`config.mk`:
```
export PLATFORM = sky130hd
export DESIGN_NAME = tsq_top
export DESIGN_NICKNAME = d
export VERILOG_FILES = /design/src/rtl/tsq_pkg.sv /design/src/rtl/tsq_alloc.sv /design/src/rtl/tsq_select.sv /design/src/rtl/tsq_top.sv
export SDC_FILE = /design/constraint.sdc
export NUM_CORES = 1
export LEC_CHECK = 0
export ABC_AREA = 1
export BUFFER_PORTS_ARGS = -buffer_cell sky130_fd_sc_hd__buf_2
export CAP_MARGIN = 30
export CORE_AREA = 3 3 260 287
export CTS_BUF_LIST = sky130_fd_sc_hd__clkbuf_4
export DETAILED_ROUTE_END_ITERATION = 7
export DIE_AREA = 0 0 263 290
export HOLD_SLACK_MARGIN = 0.03
export PLACE_DENSITY = 0.68
export SLEW_MARGIN = 20
export SYNTH_ARGS = -nofsm -noshare
export SYNTH_HDL_FRONTEND = slang
export SYNTH_SLANG_ARGS = --single-unit
export TNS_END_PERCENT = 10
```
`constraint.sdc`:
```
create_clock -name clk -period 19.3 [get_ports clk]
set_input_delay 1.93 -clock clk [delete_from_list [all_inputs] [get_ports clk]]
set_output_delay 1.93 -clock clk [all_outputs]
set_load 0.01 [all_outputs]
```
`src/rtl/tsq_pkg.sv`:
```
package tsq_pkg;
  localparam int TSQ_THREADS = 2;

  typedef enum logic {
    POL_SHARED = 1'b0,
    POL_HALVES = 1'b1
  } tsq_policy_e;
endpackage

```
`src/rtl/tsq_alloc.sv`:
```
module tsq_alloc #(
  parameter int DEPTH = 12,
  parameter int CAP   = DEPTH / 2,
  localparam int IW   = $clog2(DEPTH),
  localparam int OW   = $clog2(DEPTH + 1),
  localparam int HALF = DEPTH / 2
) (
  input  logic                 clk,
  input  logic                 rst_n,
  input  logic [DEPTH-1:0]     used,
  input  tsq_pkg::tsq_policy_e policy,
  input  logic                 solo,
  input  logic [OW-1:0]        occ [tsq_pkg::TSQ_THREADS],
  output logic [IW-1:0]        slot [tsq_pkg::TSQ_THREADS],
  output logic [tsq_pkg::TSQ_THREADS-1:0] full
);
  import tsq_pkg::*;

  for (genvar t = 0; t < TSQ_THREADS; t++) begin : g_thr
    logic [DEPTH-1:0] elig;
    logic             found;

    always_comb begin
      for (int i = 0; i < DEPTH; i++) begin
        if (solo || policy == POL_SHARED) elig[i] = 1'b1;
        else if (t == 0)                  elig[i] = (i < HALF);
        else                              elig[i] = (i >= HALF);
      end
    end

    always_comb begin
      found   = 1'b0;
      slot[t] = '0;
      for (int i = DEPTH - 1; i >= 0; i--) begin
        if (elig[i] && !used[i]) begin
          found   = 1'b1;
          slot[t] = IW'(i);
        end
      end
    end

    assign full[t] = !found ||
                     (!solo && policy == POL_SHARED && occ[t] >= OW'(CAP));

    AST_SLOT_FREE: assert property (@(posedge clk) disable iff (!rst_n)
      !full[t] |-> !used[slot[t]]);
  end
endmodule

```
`src/rtl/tsq_select.sv`:
```
module tsq_select #(
  parameter int DEPTH = 12,
  localparam int IW   = $clog2(DEPTH)
) (
  input  logic             clk,
  input  logic             rst_n,
  input  logic [DEPTH-1:0] cand,
  input  logic [IW-1:0]    stamp [DEPTH],
  output logic             pick_valid,
  output logic [IW-1:0]    pick_idx
);
  logic [IW-1:0] best;

  always_comb begin
    pick_valid = 1'b0;
    pick_idx   = '0;
    best       = '1;
    for (int i = 0; i < DEPTH; i++) begin
      if (cand[i] && (!pick_valid || stamp[i] < best)) begin
        pick_valid = 1'b1;
        pick_idx   = IW'(i);
        best       = stamp[i];
      end
    end
  end

  AST_PICK_ELIGIBLE: assert property (@(posedge clk) disable iff (!rst_n)
    pick_valid |-> cand[pick_idx]);
  AST_PICK_ANY: assert property (@(posedge clk) disable iff (!rst_n)
    (cand != '0) |-> pick_valid);
endmodule

```
`src/rtl/tsq_top.sv`:
```
module tsq_top #(
  parameter int DEPTH = 12,
  parameter int CAP   = DEPTH / 2,
  parameter int PAY_W = 16,
  localparam int IW   = $clog2(DEPTH),
  localparam int OW   = $clog2(DEPTH + 1),
  localparam int HALF = DEPTH / 2
) (
  input  logic             clk,
  input  logic             rst_n,
  input  logic             part_halves,
  input  logic             solo,
  input  logic             in_valid,
  output logic             in_ready,
  input  logic             in_tid,
  input  logic             in_issuable,
  input  logic [PAY_W-1:0] in_payload,
  input  logic             wake_valid,
  input  logic [IW-1:0]    wake_idx,
  input  logic [1:0]       flush,
  output logic             out_valid,
  input  logic             out_ready,
  output logic             out_tid,
  output logic [PAY_W-1:0] out_payload,
  output logic [1:0]       full
);
  import tsq_pkg::*;

  logic [DEPTH-1:0] vld_q, rdy_q, tid_q;
  logic [PAY_W-1:0] pay_q   [DEPTH];
  logic [IW-1:0]    stamp_q [DEPTH];
  logic [OW-1:0]    occ_q   [TSQ_THREADS];

  logic [DEPTH-1:0] hit_flush, cand, removed;
  logic [IW-1:0]    slot [TSQ_THREADS];
  logic [IW-1:0]    sel_idx, ins_idx;
  logic             sel_valid, deq_fire, ins_fire;
  logic [OW-1:0]    surv_cnt;
  logic [IW-1:0]    older_gone [DEPTH];
  logic [DEPTH-1:0] own0, own1;
  tsq_policy_e      policy;

  assign policy = part_halves ? POL_HALVES : POL_SHARED;

  always_comb begin
    for (int i = 0; i < DEPTH; i++) begin
      hit_flush[i] = vld_q[i] && flush[tid_q[i]];
      cand[i]      = vld_q[i] && rdy_q[i] && !hit_flush[i];
    end
  end

  tsq_alloc #(.DEPTH(DEPTH), .CAP(CAP)) u_alloc (
    .clk(clk), .rst_n(rst_n), .used(vld_q), .policy(policy), .solo(solo),
    .occ(occ_q), .slot(slot), .full(full)
  );

  tsq_select #(.DEPTH(DEPTH)) u_select (
    .clk(clk), .rst_n(rst_n), .cand(cand), .stamp(stamp_q),
    .pick_valid(sel_valid), .pick_idx(sel_idx)
  );

  assign out_valid   = sel_valid;
  assign out_tid     = tid_q[sel_idx];
  assign out_payload = pay_q[sel_idx];
  assign deq_fire    = sel_valid && out_ready;
  assign in_ready    = !full[in_tid] && !flush[in_tid];
  assign ins_fire    = in_valid && in_ready;
  assign ins_idx     = slot[in_tid];

  // Age renumbering: survivors close the gaps left by removed slots.
  always_comb begin
    surv_cnt = '0;
    for (int i = 0; i < DEPTH; i++) begin
      removed[i] = hit_flush[i] || (deq_fire && sel_idx == IW'(i));
      if (vld_q[i] && !removed[i]) surv_cnt = surv_cnt + OW'(1);
    end
    for (int i = 0; i < DEPTH; i++) begin
      older_gone[i] = '0;
      for (int j = 0; j < DEPTH; j++) begin
        if (removed[j] && stamp_q[j] < stamp_q[i])
          older_gone[i] = older_gone[i] + IW'(1);
      end
    end
  end

  always_ff @(posedge clk) begin
    if (!rst_n) begin
      vld_q <= '0;
      rdy_q <= '0;
      tid_q <= '0;
      for (int i = 0; i < DEPTH; i++) begin
        pay_q[i]   <= '0;
        stamp_q[i] <= '0;
      end
    end else begin
      for (int i = 0; i < DEPTH; i++) begin
        if (removed[i]) begin
          vld_q[i] <= 1'b0;
        end else if (vld_q[i]) begin
          stamp_q[i] <= stamp_q[i] - older_gone[i];
          if (wake_valid && wake_idx == IW'(i)) rdy_q[i] <= 1'b1;
        end
      end
      if (ins_fire) begin
        vld_q[ins_idx]   <= 1'b1;
        rdy_q[ins_idx]   <= in_issuable;
        tid_q[ins_idx]   <= in_tid;
        pay_q[ins_idx]   <= in_payload;
        stamp_q[ins_idx] <= IW'(surv_cnt);
      end
    end
  end

  for (genvar t = 0; t < TSQ_THREADS; t++) begin : g_occ
    logic add, sub;
    assign add = ins_fire && in_tid == 1'(t);
    assign sub = deq_fire && tid_q[sel_idx] == 1'(t);
    always_ff @(posedge clk) begin
      if (!rst_n)        occ_q[t] <= '0;
      else if (flush[t]) occ_q[t] <= '0;
      else               occ_q[t] <= occ_q[t] + OW'(add) - OW'(sub);
    end
  end

  always_comb begin
    for (int i = 0; i < DEPTH; i++) begin
      own0[i] = vld_q[i] && !tid_q[i];
      own1[i] = vld_q[i] &&  tid_q[i];
    end
  end

  AST_CAP_HELD: assert property (@(posedge clk) disable iff (!rst_n)
    (ins_fire && !solo && !part_halves) |-> occ_q[in_tid] < OW'(CAP));
  AST_HALF_SLOT: assert property (@(posedge clk) disable iff (!rst_n)
    (ins_fire && part_halves && !solo) |->
      (in_tid ? (ins_idx >= IW'(HALF)) : (ins_idx < IW'(HALF))));
  AST_FLUSH0_CLEAR: assert property (@(posedge clk) disable iff (!rst_n)
    flush[0] |=> own0 == '0);
  AST_FLUSH1_CLEAR: assert property (@(posedge clk) disable iff (!rst_n)
    flush[1] |=> own1 == '0);
  AST_OCC0_TRACK: assert property (@(posedge clk) disable iff (!rst_n)
    occ_q[0] == OW'($countones(own0)));
  AST_OCC1_TRACK: assert property (@(posedge clk) disable iff (!rst_n)
    occ_q[1] == OW'($countones(own1)));
  AST_NO_STORE_REFUSED: assert property (@(posedge clk) disable iff (!rst_n)
    (in_valid && !in_ready && !deq_fire && flush == 2'b00) |=> $stable(vld_q));
endmodule

```
==> impl_metrics.tcl, run 1 <==
set metrics [dict create \
    outcome "finished clean" \
    ctsHoldBuffers 0 \
    die_w_um 263 \
    drt-total-wl_um 116000 \
    initial_core_util_pct 49.8 \
    criticalPathCategory "input port to flop" \
    hold_violations 0 \
    synth-seq-cells 284 \
    seqPwrFrac_pct 47.2 \
    placedCellCount 6541 \
    grt_max_degree 52 \
    cts_made_buffers 76 \
    cp_max_fo 9 \
    final-setup-viol-count 0 \
    multi_input_area_um2 24400 \
    syn_area_per_cell_um2 6.46 \
    finalCritPeriodShare_pct 93.3 \
    top_layer_used "met5" \
    netlist_area_um2 35800 \
    drive_above_1_share_pct 11.2 \
    cts_max_level 3 \
    max_cap_viol_count 0 \
    placed_area_um2 37600 \
    final_area_um2 39100 \
    clock-sinks 284 \
    clock.fmax_ghz 0.0555 \
    hold_path_depth 2 \
    seq_area_um2 7610 \
    clock_path_buffers 3 \
    synth_fa_ha_area_share_pct 17.2 \
    wl_met1_um 50500 \
    ant_nets 0 \
    cp.required_ps 19900 \
    p_int_mw 1.01 \
    syn_nets 6047 \
    min_period_ps 18000 \
    switchingPower_uw 426 \
    wl_per_cell_um 17.3 \
    nNetsFinal 6206 \
    track_usage_pct 29.3 \
    preCtsSetupSlack_ps -453 \
    ios 52 \
    irDropWorstVdd_mv 0.0520 \
    dp_hpwl_um 89100 \
    wl_met3_um 9160 \
    cp_common_cell "nand2_1" \
    drc 0 \
    p_clk_share_pct 37.0 \
    clk_transition_reported_paths_ps 70 \
    power_mw 1.43 \
    die-area_um2 76300 \
    critPathLaunchType "input port" \
    gp_congestion 0.995 \
    grt_pass1_vias 34238 \
    synth_compound_area_share_pct 11.6 \
    cp.arrival_ps 18600 \
    grt_pass1_wl_um 181000 \
    tightest_slew_ps 1240 \
    antenna_found_initial 5 \
    hold_class "flop to flop" \
    clockRootBuffer "clkbuf_4" \
    tritoncts "done" \
    p_comb_share_pct 15.8 \
    yosysUniqueCellTypes 68 \
    ys_warn_count 0 \
    filler_cell_count 7264 \
    row_count 103 \
    synth_xor_area_share_pct 1.32 \
    die_h_um 290 \
    drt_pass1_iterations 6 \
    relSlewSlack_pct 17.3 \
    portBuffers 51 \
    r2r_cells 139 \
    yosysSeqAreaShare_pct 21.3 \
    drt_iter0_markers 3327 \
    worst_slack_ps 1300 \
    clock_skew_ps 66.9 \
    drv_slew 0 \
    cpPeakStageDelay_ps 340 \
    switching_share_pct 29.7 \
    routed-wl-met2_um 51800 \
    hold_slack_ps 499 \
    p_leak_nw 22.2 \
    stdcell_count 6688 \
    endpoint_kind "flop" \
    syn_to_final_growth_pct 9.17 \
    vias 36955 \
    clkLatencyLatePin_ps 750 \
    drt-vias-per-instance 5.53 \
    grt.overflow.total 0 \
    muxShareOfSynthArea_pct 0 \
    synthSimpleGateAreaFrac_pct 37.3 \
    synth_top_family_by_area "simple AND/OR/NAND/NOR gates" \
    crit_slowest_cell "ha_1" \
    core_area_um2 71900 \
    powerDensity_nw_per_um2 36.7 \
    postSynthCellCount 5534 \
]
==> cell usage in the layout, fill, tap and decap left out, types with 37 or more instances in the layout <==
master / count
nand2_1: 1565
inv_1: 909
nand3_1: 627
ha_1: 464
nor2_1: 439
edfxtp_1: 192
nand2_2: 152
clkbuf_4: 105
o21ai_0: 103
buf_4: 100
a21oi_1: 96
dfxtp_1: 92
a22oi_1: 91
o21bai_1: 78
a221oi_1: 67
a31oi_1: 60
buf_2: 53
or2_2: 44
inv_2: 42
nand4_1: 37
==> power by group through the flow <==
stage                     Combinational, mW  Clock, mW  Sequential [mW]
final                                 0.226      0.530            0.675
after global routing                  0.251      0.564            0.676
after CTS                             0.216      0.533            0.675
after detailed placement              0.215          0            0.688
after global placement                0.208          0            0.687
after floorplan                       0.141          0            0.688
==> registers in the layout, summed over array words and instances (netlist names) <==
signal / cells
pay_q: 192
stamp_q: 48
rdy_q: 12
tid_q: 12
vld_q: 12
occ_q: 8
==> cells in the mapped netlist (all sizes together) <==
| cell type | instances | share of area, % |
|---|---|---|
| clkbuf | 70 | 0.76 |
| nor3b | 3 | 0.063 |
| nand2 | 1742 | 20 |
| o21ai | 144 | 2.1 |
| nand3b | 23 | 0.48 |
| a221oi | 67 | 1.6 |
| a22oi | 91 | 1.9 |
| o211a | 1 | 0.028 |
| edfxtp | 192 | 16 |
| ha | 468 | 16 |
| o221ai | 2 | 0.049 |
| nor3 | 17 | 0.24 |
| nor4 | 1 | 0.017 |
| or2 | 53 | 0.93 |
| o21a | 2 | 0.042 |
| a21oi | 98 | 1.4 |
| o211ai | 21 | 0.44 |
| nand4 | 39 | 0.74 |
| o21bai | 80 | 1.7 |
| fa | 14 | 0.78 |
| dfxtp | 92 | 5.1 |
| a21boi | 11 | 0.24 |
| a31o | 7 | 0.17 |
| clkinv | 25 | 0.26 |
| a2111oi | 1 | 0.028 |
| o311ai | 3 | 0.073 |
| a211oi | 5 | 0.12 |
| a41oi | 1 | 0.024 |
| o22ai | 22 | 0.38 |
| and2 | 12 | 0.21 |
| o31ai | 1 | 0.021 |
| a21o | 4 | 0.084 |
| nand3 | 660 | 9.6 |
| a32o | 2 | 0.056 |
| xnor2 | 27 | 0.66 |
| xor2 | 27 | 0.66 |
| nor2 | 460 | 5.0 |
| or3 | 15 | 0.26 |
| a32oi | 1 | 0.024 |
| inv | 950 | 10 |
| a31oi | 64 | 1.1 |
| buf | 16 | 0.41 |
==> per-layer routing <==
metal,vias to the layer above,global-route usage [%]
met5,-,0
met4,2,10.2
met3,261,3.52
met2,1327,48.4
met1,16887,39.4
li1,18478,-
==> critical path, delay by kind of cell <==
family	cells	cell delay [ps]
fa+ha+maj	21	6180
compound gates	25	2840
simple gates	67	5760
buf+inv	26	1860
==> stage by stage <==
stage          utilization (%)  TNS [ps]
3_5_place_dp              52.3     -5030
4_1_cts                   53.6         0
3_3_place_gp              52.1      -284
5_1_grt                   54.3     -3720
6_report                  54.3         0
2_1_floorplan                -         0
==> final cells by class <==
cell class | instances | area share, %
clock buffers | 105 | 2.02
inverters | 975 | 9.40
well taps | 945 | 3.03
multi-input cells | 4189 | 62.6
flip-flops and latches | 284 | 19.5
diodes | 1 | 0.00641
clock inverters | 22 | 0.346
repair buffers | 167 | 3.17
==> path summary, 6_finish.rpt <==
kind | startpoint | end | slack (ps)
worst min-delay path | rdy_q[4] | rdy_q[4] | 500
worst max register to register | tid_q[0] | stamp_q[37] | 2120
worst min register to register | rdy_q[4] | rdy_q[4] | 500
worst max-delay path | flush[0] | stamp_q[37] | 1300
==> logic make-up (layout without fill, tap and decap cells) <==
group | count (synthesis) | in the layout
AO/OA/AOI/OAI | 628 | 628
AND/OR/NAND/NOR | 3025 | 3025
adder cells (fa/ha/maj) | 482 | 482
other | 0 | 1
flip-flops | 284 | 284
XOR/XNOR | 54 | 54
buffers and inverters | 1061 | 1269
==> what timing repair did <==
| item | CTS | global route |
|---|---|---|
| gates resized for setup | 0 | 105 |
| endpoints found under the setup margin | 0 | 36 |
| buffers inserted | 0 | 17 |
Note: power is estimated with default switching activity, not from simulation.
==> run 2, diff against run 1 <==
ABC_AREA = default   (was 1)
CORE_AREA = 3 3 264 291   (was 3 3 260 287)
DIE_AREA = 0 0 267 294   (was 0 0 263 290)
==> run 2 against run 1 <==
Against the previous run:
- the run now ends with setup timing left
- sequential cell count did not move
- utilization rose by 13 points
- clock-buffer cell count fell by 7
- synthesized area rose by 3.2%
- hold slack improved by 10 ps
- combinational power rose by 2%
- global-route usage rose by 8.5 points
- setup slack got worse by 6000 ps
==> impl_metrics.tcl, run 2 <==
set metrics [dict create \
    endpoint_kind "flop" \
    drv_slew 0 \
    criticalPathCategory "input port to flop" \
    fin_setup_tns_ps -184650 \
    p_clk_share_pct 36.6 \
    tightest_slew_ps 1100 \
    portBuffers 51 \
    ant_nets 0 \
    syn_nets 4906 \
    final_cell_mix "buf_4, ha_1, nand2_1" \
    cp.arrival_ps 24590 \
    hold_violations 0 \
    cp.required_ps 19930 \
    synth_top_area_share_pct 15.9 \
    relSlewSlack_pct 26.0 \
    row_count 104 \
    yosysMostFrequentCell "ha_1" \
    initial_core_util_pct 50.1 \
    postSynthCellCount 4393 \
    vias 40324 \
    hold_slack_ps 509 \
    synth-seq-cells 284 \
    yosysSeqAreaShare_pct 20.6 \
    cts_made_buffers 73 \
    cp_max_fo 7 \
    syn_area_per_cell_um2 8.40 \
    clockRootBuffer "clkbuf_4" \
    crit_slowest_cell "or4_4" \
    largest_register_ff_count 192 \
    p_int_mw 1.01 \
    worst_slack_ps -4660 \
    hold_class "flop to flop" \
    irDropWorstVdd_mv 0.0361 \
    async_flop_share_pct 0 \
    final-setup-viol-count 65 \
    clock-sinks 284 \
    nNetsFinal 6036 \
    syn_to_final_growth_pct 34.3 \
    switchingPower_uw 415 \
    synth_edf_count 192 \
    tritoncts "done" \
    powerDensity_nw_per_um2 28.7 \
    ios 52 \
    p_comb_share_pct 16.3 \
    die_h_um 294 \
    cts_max_level 3 \
    cp_common_cell "ha_4" \
    drive_above_1_share_pct 32.2 \
    grt_max_degree 63 \
    core_area_um2 73700 \
    p_leak_nw 22.5 \
    netlist_top_cells_count "ha_1, nand2_1, nor2_1" \
    drt_iter0_markers 4240 \
    switching_share_pct 29.2 \
    violations "setup timing" \
    yosysUniqueCellTypes 128 \
    critPathLaunchType "input port" \
    seqPwrFrac_pct 47.2 \
    antenna_found_initial 10 \
    gp_congestion 1.05 \
    clock_skew_ps 66.8 \
    drt_pass1_iterations 6 \
    grt_pass1_vias 38661 \
    ys.flop_type "edfxtp_1" \
    grt.overflow.total 0 \
    clk_transition_reported_paths_ps 60 \
    grt_pass1_wl_um 228000 \
    cpPeakStageDelay_ps 500 \
    dp_hpwl_um 117000 \
    die-area_um2 78500 \
    clock.fmax_ghz 0.0417 \
    regMostFlops "pay_q" \
    reg_top3 "pay_q: 192 flops, stamp_q: 48 flops" \
    clkLatencyLatePin_ps 770 \
    drt-vias-per-instance 6.17 \
    netlist_area_um2 36900 \
    drt-total-wl_um 153000 \
    layout.cells.most_common "buf_4" \
    rsz0062_at_grt "yes" \
    ys_warn_count 0 \
    finalCritPeriodShare_pct 124 \
    max_cap_viol_count 0 \
    outcome "complete, but fails checks" \
    drc 0 \
    die_w_um 267 \
    ctsHoldBuffers 0 \
    yosysTopAreaCell "ha_1" \
    wl_per_cell_um 23.4 \
    synth_area_leaders "ha_1, edfxtp_1, xnor2_1" \
    track_usage_pct 37.8 \
    clock_path_buffers 3 \
    min_period_ps 23960 \
]
run 2: critical path, delay by kind of cell:
kind | cells | cell delay [ps]
compound gates | 53 | 8320
simple gates | 38 | 6370
fa+ha+maj | 17 | 4020
mux | 7 | 1930
buf+inv | 16 | 1500
xor+xnor | 3 | 490
run 2: cell families (layout without fill, tap and decap cells):
family          Yosys count  after routing  synth area share, %
simple gates           1575           1575                 22.0
compound gates         1114           1114                 21.3
fa+ha+maj               491            491                 16.9
buf+inv                 422           1603                 4.38
xor+xnor                377            377                 11.2
flops                   284            284                 20.6
mux                     130            130                 3.73
other cells               0              7                    0
run 2: path summary, 6_finish.rpt:
| path | end | cells after the start | slack (ps) | start |
|---|---|---|---|---|
| hold reg to reg | tid_q[4] | 2 | 510 | tid_q[4] |
| hold / removal | tid_q[4] | 2 | 510 | tid_q[4] |
| setup reg to reg | stamp_q[11] | 133 | -3930 | tid_q[0] |
| setup / recovery | stamp_q[11] | 134 | -4660 | flush[0] |
run 2: final cells by class:
cell class	instances	area, µm²
well taps	954	1190
repair buffers	1250	9540
fillers	6129	24100
clock buffers	98	736
clock inverters	28	166
flip-flops and latches	284	7610
multi-input cells	3687	29500
inverters	227	857
diodes	7	17.5
run 2: per-stage QoR:
step / area (µm²) / setup WS (ps) / util (%) / power [mW] / cells
2_1_floorplan: 37400 / -6360 / - / 0.799 / 4393
3_3_place_gp: 46500 / -5020 / 63.2 / 0.891 / 6301
3_5_place_dp: 46600 / -5600 / 63.2 / 0.896 / 6305
4_1_cts: 48900 / -4150 / 66.4 / 1.41 / 6506
5_1_grt: 49600 / -5750 / 67.3 / 1.47 / 6534
6_report: 49600 / -4660 / 67.3 / 1.42 / 6535
run 2: layer usage:
| metal | vias to the layer above | global-route usage (%) | routed length (µm) |
|---|---|---|---|
| met3 | 542 | 7.19 | 15300 |
| met1 | 19130 | 46.8 | 58400 |
| met5 | - | 0.491 | 57 |
| met4 | 4 | 21.7 | 11000 |
| li1 | 18563 | - | - |
| met2 | 2085 | 61.6 | 67800 |
run 2: what timing repair did:
action                                  4_1_cts  5_1_grt
endpoints found under the setup margin       69       73
pin swaps                                   124       65
buffers inserted                             75       19
gates resized for setup                     181       97
run 2: power groups by stage:
stage	Clock [mW]	Combinational, mW	Sequential [mW]
after floorplan	0	0.115	0.684
after global placement	0	0.207	0.684
after detailed placement	0	0.211	0.685
after CTS	0.523	0.219	0.672
after global routing	0.552	0.245	0.673
final	0.521	0.231	0.672
